<file path="config.mk">
export PLATFORM = sky130hd
export DESIGN_NAME = serial_save_mem
export DESIGN_NICKNAME = d
export VERILOG_FILES = /design/src/rtl/ssm_pkg.sv /design/src/rtl/ssm_window.sv /design/src/rtl/ssm_store.sv /design/src/rtl/ssm_seq.sv /design/src/rtl/serial_save_mem.sv
export SDC_FILE = /design/constraint.sdc
export NUM_CORES = 2
export LEC_CHECK = 0
export CORE_MARGIN = 2
export CORE_UTILIZATION = 54
export CTS_CLUSTER_DIAMETER = 80
export DETAILED_ROUTE_END_ITERATION = 7
export PLACE_DENSITY_LB_ADDON = 0.12
export SETUP_SLACK_MARGIN = 0.4
export SKIP_CTS_REPAIR_TIMING = 1
export SLEW_MARGIN = 20
export SYNTH_ARGS = -nofsm -noshare
export SYNTH_HDL_FRONTEND = slang
export SYNTH_SLANG_ARGS = --single-unit
export TNS_END_PERCENT = 100
</file>
<file path="constraint.sdc">
create_clock -name clk -period 7.8 [get_ports clk]
set_input_delay 1.95 -clock clk [delete_from_list [all_inputs] [get_ports clk]]
set_output_delay 1.95 -clock clk [all_outputs]
set_load 0.03 [all_outputs]
</file>
<file path="src/rtl/ssm_pkg.sv">
package ssm_pkg;
    typedef enum logic [2:0] {
        CMD_WAIT,
        ADDR_IN,
        RD_STOP,
        DUMMY_OUT,
        RD_DATA,
        WR_DATA,
        WR_STOP
    } ssm_state_e;

    localparam int CMD_BITS = 2;
    localparam logic [1:0] OP_READ  = 2'b11;
    localparam logic [1:0] OP_WRITE = 2'b10;
endpackage

</file>
<file path="src/rtl/ssm_window.sv">
module ssm_window #(
    parameter logic [7:0]  REGION   = 8'h0D,
    parameter logic [15:0] TAIL_TOP = 16'hFFFF
) (
    input  logic [31:0] addr,
    input  logic        rom_large,
    output logic        hit
);
    logic [7:0] addr_unused;
    assign addr_unused = addr[7:0];

    always_comb begin
        hit = (addr[31:24] == REGION) && (!rom_large || (addr[23:8] == TAIL_TOP));
    end
endmodule

</file>
<file path="src/rtl/ssm_store.sv">
module ssm_store #(
    parameter int DEPTH = 512,
    parameter int AW    = $clog2(DEPTH)
) (
    input  logic          clk,
    input  logic          we,
    input  logic [AW-1:0] waddr,
    input  logic [7:0]    wdata,
    input  logic [AW-1:0] raddr,
    output logic [7:0]    rdata
);
    logic [7:0] mem [DEPTH];

    always_ff @(posedge clk) begin
        if (we) mem[waddr] <= wdata;
    end

    assign rdata = mem[raddr];
endmodule

</file>
<file path="src/rtl/ssm_seq.sv">
module ssm_seq
    import ssm_pkg::*;
#(
    parameter int BLK_W      = 6,
    parameter int OFS_W      = 3,
    parameter int DUMMY_BITS = 4,
    parameter int PAYLOAD    = 64,
    localparam int ADDR_W    = BLK_W + OFS_W,
    localparam int CNT_W     = $clog2(PAYLOAD)
) (
    input  logic              clk,
    input  logic              rst,
    input  logic              wr_stb,
    input  logic              rd_stb,
    input  logic              sin,
    output logic              mem_we,
    output logic [ADDR_W-1:0] mem_waddr,
    output logic [7:0]        mem_wdata,
    output logic [ADDR_W-1:0] byte_ptr,
    output logic [2:0]        bit_idx,
    output logic              data_phase,
    output logic              err
);
    localparam logic [CNT_W-1:0] LAST_DATA  = CNT_W'(PAYLOAD - 1);
    localparam logic [CNT_W-1:0] LAST_DUMMY = CNT_W'(DUMMY_BITS - 1);
    localparam logic [CNT_W-1:0] LAST_ADDR  = CNT_W'(BLK_W - 1);
    localparam logic [CNT_W-1:0] LAST_CMD   = CNT_W'(CMD_BITS - 1);

    ssm_state_e        state_q, state_d;
    logic [CNT_W-1:0]  cnt_q, cnt_d;
    logic [BLK_W-1:0]  sh_q, sh_d;
    logic              is_rd_q, is_rd_d;
    logic [ADDR_W-1:0] ptr_q, ptr_d;
    logic [7:0]        byte_q, byte_d;
    logic              err_q, err_d;

    // state register
    always_ff @(posedge clk) begin
        if (rst) begin
            state_q <= CMD_WAIT;
            cnt_q   <= '0;
            sh_q    <= '0;
            is_rd_q <= 1'b0;
            ptr_q   <= '0;
            byte_q  <= '0;
            err_q   <= 1'b0;
        end else begin
            state_q <= state_d;
            cnt_q   <= cnt_d;
            sh_q    <= sh_d;
            is_rd_q <= is_rd_d;
            ptr_q   <= ptr_d;
            byte_q  <= byte_d;
            err_q   <= err_d;
        end
    end

    // next state and outputs
    always_comb begin
        state_d   = state_q;
        cnt_d     = cnt_q;
        sh_d      = sh_q;
        is_rd_d   = is_rd_q;
        ptr_d     = ptr_q;
        byte_d    = byte_q;
        err_d     = err_q;
        mem_we    = 1'b0;
        mem_waddr = ptr_q;
        mem_wdata = {byte_q[6:0], sin};
        unique case (state_q)
            CMD_WAIT: begin
                if (wr_stb) begin
                    sh_d  = {sh_q[BLK_W-2:0], sin};
                    cnt_d = cnt_q + 1'b1;
                    if (cnt_q == LAST_CMD) begin
                        cnt_d = '0;
                        sh_d  = '0;
                        if ({sh_q[0], sin} == OP_READ) begin
                            is_rd_d = 1'b1;
                            state_d = ADDR_IN;
                        end else if ({sh_q[0], sin} == OP_WRITE) begin
                            is_rd_d = 1'b0;
                            state_d = ADDR_IN;
                        end else begin
                            err_d = 1'b1;
                        end
                    end
                end
            end
            ADDR_IN: begin
                if (wr_stb) begin
                    sh_d  = {sh_q[BLK_W-2:0], sin};
                    cnt_d = cnt_q + 1'b1;
                    if (cnt_q == LAST_ADDR) begin
                        cnt_d   = '0;
                        ptr_d   = {sh_q[BLK_W-2:0], sin, {OFS_W{1'b0}}};
                        state_d = is_rd_q ? RD_STOP : WR_DATA;
                    end
                end
            end
            RD_STOP: begin
                if (wr_stb) begin
                    cnt_d = '0;
                    if (sin) begin
                        err_d   = 1'b1;
                        state_d = CMD_WAIT;
                    end else begin
                        state_d = DUMMY_OUT;
                    end
                end
            end
            DUMMY_OUT: begin
                if (rd_stb) begin
                    cnt_d = cnt_q + 1'b1;
                    if (cnt_q == LAST_DUMMY) begin
                        cnt_d   = '0;
                        state_d = RD_DATA;
                    end
                end
            end
            RD_DATA: begin
                if (rd_stb) begin
                    cnt_d = cnt_q + 1'b1;
                    if (cnt_q[2:0] == 3'd7) ptr_d = ptr_q + 1'b1;
                    if (cnt_q == LAST_DATA) begin
                        cnt_d   = '0;
                        state_d = CMD_WAIT;
                    end
                end
            end
            WR_DATA: begin
                if (wr_stb) begin
                    byte_d = {byte_q[6:0], sin};
                    cnt_d  = cnt_q + 1'b1;
                    if (cnt_q[2:0] == 3'd7) begin
                        mem_we = 1'b1;
                        ptr_d  = ptr_q + 1'b1;
                    end
                    if (cnt_q == LAST_DATA) begin
                        cnt_d   = '0;
                        state_d = WR_STOP;
                    end
                end
            end
            WR_STOP: begin
                if (wr_stb) begin
                    if (sin) err_d = 1'b1;
                    state_d = CMD_WAIT;
                end
            end
            default: state_d = CMD_WAIT;
        endcase
    end

    assign byte_ptr   = ptr_q;
    assign bit_idx    = cnt_q[2:0];
    assign data_phase = (state_q == RD_DATA);
    assign err        = err_q;
endmodule

</file>
<file path="src/rtl/serial_save_mem.sv">
module serial_save_mem #(
    parameter int BYTES      = 512,
    parameter int BLK_BYTES  = 8,
    parameter int DUMMY_BITS = 4
) (
    input  logic        clk,
    input  logic        rst,
    input  logic [31:0] bus_addr,
    input  logic        bus_wr,
    input  logic        bus_rd,
    input  logic [15:0] bus_wdata,
    input  logic        rom_large,
    input  logic [15:0] rom_rdata,
    output logic [15:0] bus_rdata,
    output logic        ready,
    output logic        proto_err
);
    localparam int ADDR_W  = $clog2(BYTES);
    localparam int OFS_W   = $clog2(BLK_BYTES);
    localparam int BLK_W   = ADDR_W - OFS_W;
    localparam int PAYLOAD = BLK_BYTES * 8;

    logic              hit;
    logic              mem_we;
    logic [ADDR_W-1:0] mem_waddr;
    logic [7:0]        mem_wdata;
    logic [ADDR_W-1:0] byte_ptr;
    logic [7:0]        rd_byte;
    logic [2:0]        bit_idx;
    logic              data_phase;
    logic [14:0]       wdata_hi_unused;

    assign wdata_hi_unused = bus_wdata[15:1];

    ssm_window u_window (
        .addr      (bus_addr),
        .rom_large (rom_large),
        .hit       (hit)
    );

    ssm_seq #(
        .BLK_W      (BLK_W),
        .OFS_W      (OFS_W),
        .DUMMY_BITS (DUMMY_BITS),
        .PAYLOAD    (PAYLOAD)
    ) u_seq (
        .clk        (clk),
        .rst        (rst),
        .wr_stb     (bus_wr && hit),
        .rd_stb     (bus_rd && hit),
        .sin        (bus_wdata[0]),
        .mem_we     (mem_we),
        .mem_waddr  (mem_waddr),
        .mem_wdata  (mem_wdata),
        .byte_ptr   (byte_ptr),
        .bit_idx    (bit_idx),
        .data_phase (data_phase),
        .err        (proto_err)
    );

    ssm_store #(
        .DEPTH (BYTES),
        .AW    (ADDR_W)
    ) u_store (
        .clk   (clk),
        .we    (mem_we),
        .waddr (mem_waddr),
        .wdata (mem_wdata),
        .raddr (byte_ptr),
        .rdata (rd_byte)
    );

    always_comb begin
        if (hit) bus_rdata = {15'd0, data_phase & rd_byte[~bit_idx]};
        else     bus_rdata = rom_rdata;
    end

    assign ready = data_phase;
endmodule

</file>
==> impl_metrics.yaml <==
yosys:
  syn-num-nets: 8220
  syn_area_sq_um: 162000
  synth_seq_cells: 4137
  synth-xor-area-share_pct: 0
  yosysMostFrequentCell: "edfxtp_1"
  synth-compound-area-share_pct: 3.70
  synth_cells: 8144
  synth_top_area_share_pct: 75.7
  synthSimpleGateAreaFrac_pct: 3.37
  synth.distinct_cells: 86
  synthArstFlopShare_pct: 0
  synthTopCellsByArea: "edfxtp_1 76%, mux4_2 10%, mux2i_1 3.6%, nor2_1 1.6%, o221ai_1 0.86%"
  synth_enable_flop_cells: 4096
  syn_avg_cell_area_sq_um: 19.9
  yosysTopAreaCell: "edfxtp_1"
  synth_top_family_by_area: "multiplexers"
  seq_area_frac_synth_pct: 76.2
  synthMuxAreaShare_pct: 14.6
  synthAdderAreaFrac_pct: 0.0539
  yosys_warnings: 0
  ys_top_cells_by_count: "4096 x edfxtp_1, 747 x mux4_2, 671 x nor2_1"
  synth-main-ff-cell: "edfxtp_1"
final_layout:
  nets: 8580
  regArea_sq_um: 124000
  final_util_pct: 61.0
  multi_input_area_sq_um: 35800
  layout-drive-gt1-share_pct: 21.0
  area_growth_pct: 12.6
  fillers: 21035
global_routing:
  grt_max_degree: 225
  grt_overflow: 0
  grt_pass1_vias: 84528
  grt_pass1_wl_um: 666000
  track_usage_pct: 31.2
  antenna_found_initial: 30
clock_network:
  htree_levels: 5
  root_buffer: "clkbuf_16"
  cts_buffer_depth: 4
  clk_latency_ns: 0.97
  path_clk_slew_ns: 0.06
  cts_tree: "done"
  cts_buffers: 417
  cts.sinks: 4137
worst_setup_path:
  crit_type: "flip-flop to primary output"
  worst-r2r-setup-slack_ns: 3.22
  critPathArrivalTime_ns: 5.65
  rr_worst_depth: 8
  rr_startpoint: "u_seq.cnt_q[0]"
  critPathLaunchType: "flip-flop"
  rr_endpoint: "u_store.mem[367][5]"
  critPathMaxFanout: 32
  worst_ep_required_time_ns: 5.85
  worstSetupEndpointType: "primary output"
route:
  drcViolationCount: 0
  wl_per_cell_um: 37.9
  routed_wl_um: 485000
  first_pass_iters: 8
  ant_nets: 0
  drt_iter0_drc: 12961
  viasPerCell: 6.78
  vias: 86876
sta:
  finalClockSkew_ns: 0.0660
  period_needed_ns: 7.60
  max_freq_ghz: 0.132
  whs_ns: 0.521
  setup_viol: 0
  period_share_pct: 97.4
  drv_slew: 0
  finalHoldViolations: 0
  slew_headroom_pct: 14.1
  rsz0062_at_grt: "false"
  worst_slack_ns: 0.200
  tightest_slew_ns: 1.29
  setup-tns-final_ns: 0
worst_hold_path:
  hold_depth: 2
  hold_end: "u_seq.cnt_q[5]"
  hp-class: "flip-flop to flip-flop"
  hold_start: "u_seq.cnt_q[5]"
placed_design:
  dp_slack_ns: 0.191
  gp_congestion: 0.905
  portBuffers: 63
  hpwl_um: 299000
floorplan:
  die_w_um: 552
  rows: 201
  pin_count: 87
  design.die.area_sq_um: 305000
  initial_utilization_pct: 54.2
  core_sq_um: 300000
  dieHeight_um: 552
outcome:
  outcome: "completed"
pwr:
  ir_drop_uv: 204
  power.leakage_nw: 63.6
  power_density_nw_per_um2: 240
  design_power_total_mw: 43.9
run:
  maxCapViolations: 0
[cell usage in the layout (no fill, tap or decap), types with 80 or more instances in the layout]
cell	instances
a21oi_1	158
a22oi_1	92
buf_4	285
clkbuf_16	431
clkinv_1	101
clkinv_2	87
edfxtp_1	4096
mux2i_1	580
mux4_2	747
nand2_1	179
nor2_1	662
nor3_1	89
o21ai_0	80
o221ai_1	155
o22ai_1	159
[how the worst max path moves through the flow]
stage                                from           endpoint  slack [ns]  depth (start not counted)
after floorplan           u_seq.byte_q[6]  u_store.mem[0][7]       -0.22                          0
after global placement          flip-flop       bus_rdata[0]       -0.30                         15
after detailed placement        flip-flop       bus_rdata[0]        0.19                         14
after CTS                       flip-flop       bus_rdata[0]       -0.85                         14
after global routing            flip-flop       bus_rdata[0]        0.39                         15
final                           flip-flop       bus_rdata[0]        0.20                         15
[through the flow]
step,std cells,instance area (sq um)
after floorplan,8144,162000
after global placement,11997,168000
after detailed placement,12001,168000
after CTS,12768,182000
after global routing,12812,183000
final,12823,183000
[kinds of logic after synthesis]
logic type,after synthesis
AOI/OAI and AO/OA,864
adders and majority gates,7
buffers and inverters,522
and+or+nand+nor,1243
DFF,4137
muxes,1371
[report_power, final]
part | leakage, nW | switching (mW) | internal, mW
Clock | 6.51 | 8.51 | 11.2
Sequential | 46.7 | 0.00000657 | 24.1
Combinational | 10.4 | 0.0707 | 0.0337
[critical path, cell delays in order (launching register included)]
cell and delay (ns):
dfxtp_4 0.51, buf_4 0.18, nand2b_4 0.06, buf_12 0.17
buf_12 0.22, o221ai_1 0.41, o22ai_1 0.15, o21ai_0 0.85
nand4_1 0.30, nor3_1 0.36, buf_4 0.23, o211a_1 0.16
o32ai_1 0.12, o31ai_4 0.50, buf_4 0.22, buf_12 0.11
[final cells by class]
type | instances | share of cell area, %
flip-flops and latches | 4137 | 67.7
well taps | 3958 | 2.71
inverters | 13 | 0.0411
repair buffers | 448 | 2.60
clock inverters | 267 | 1.34
multi-input cells | 3487 | 19.6
clock buffers | 500 | 5.95
diodes | 13 | 0.0178
[sequential cells by signal, indices dropped and copies added (netlist names), named ones only]
signal / count
u_seq.byte_ptr: 9
u_seq.byte_q: 7
u_seq.cnt_q: 6
u_seq.err: 1
u_seq.is_rd_q: 1
u_seq.sh_q: 5
u_seq.state_q: 3
u_store.mem: 4096
[layer usage]
metal | GRT usage, % | vias up | wire (um)
met1 | 43.3 | 46033 | 183000
met5 | 0 | - | 297
met4 | 14.8 | 18 | 26400
li1 | - | 34547 | -
met2 | 47.6 | 5302 | 225000
met3 | 6.76 | 976 | 51200
(Power assumes the default switching activity.)
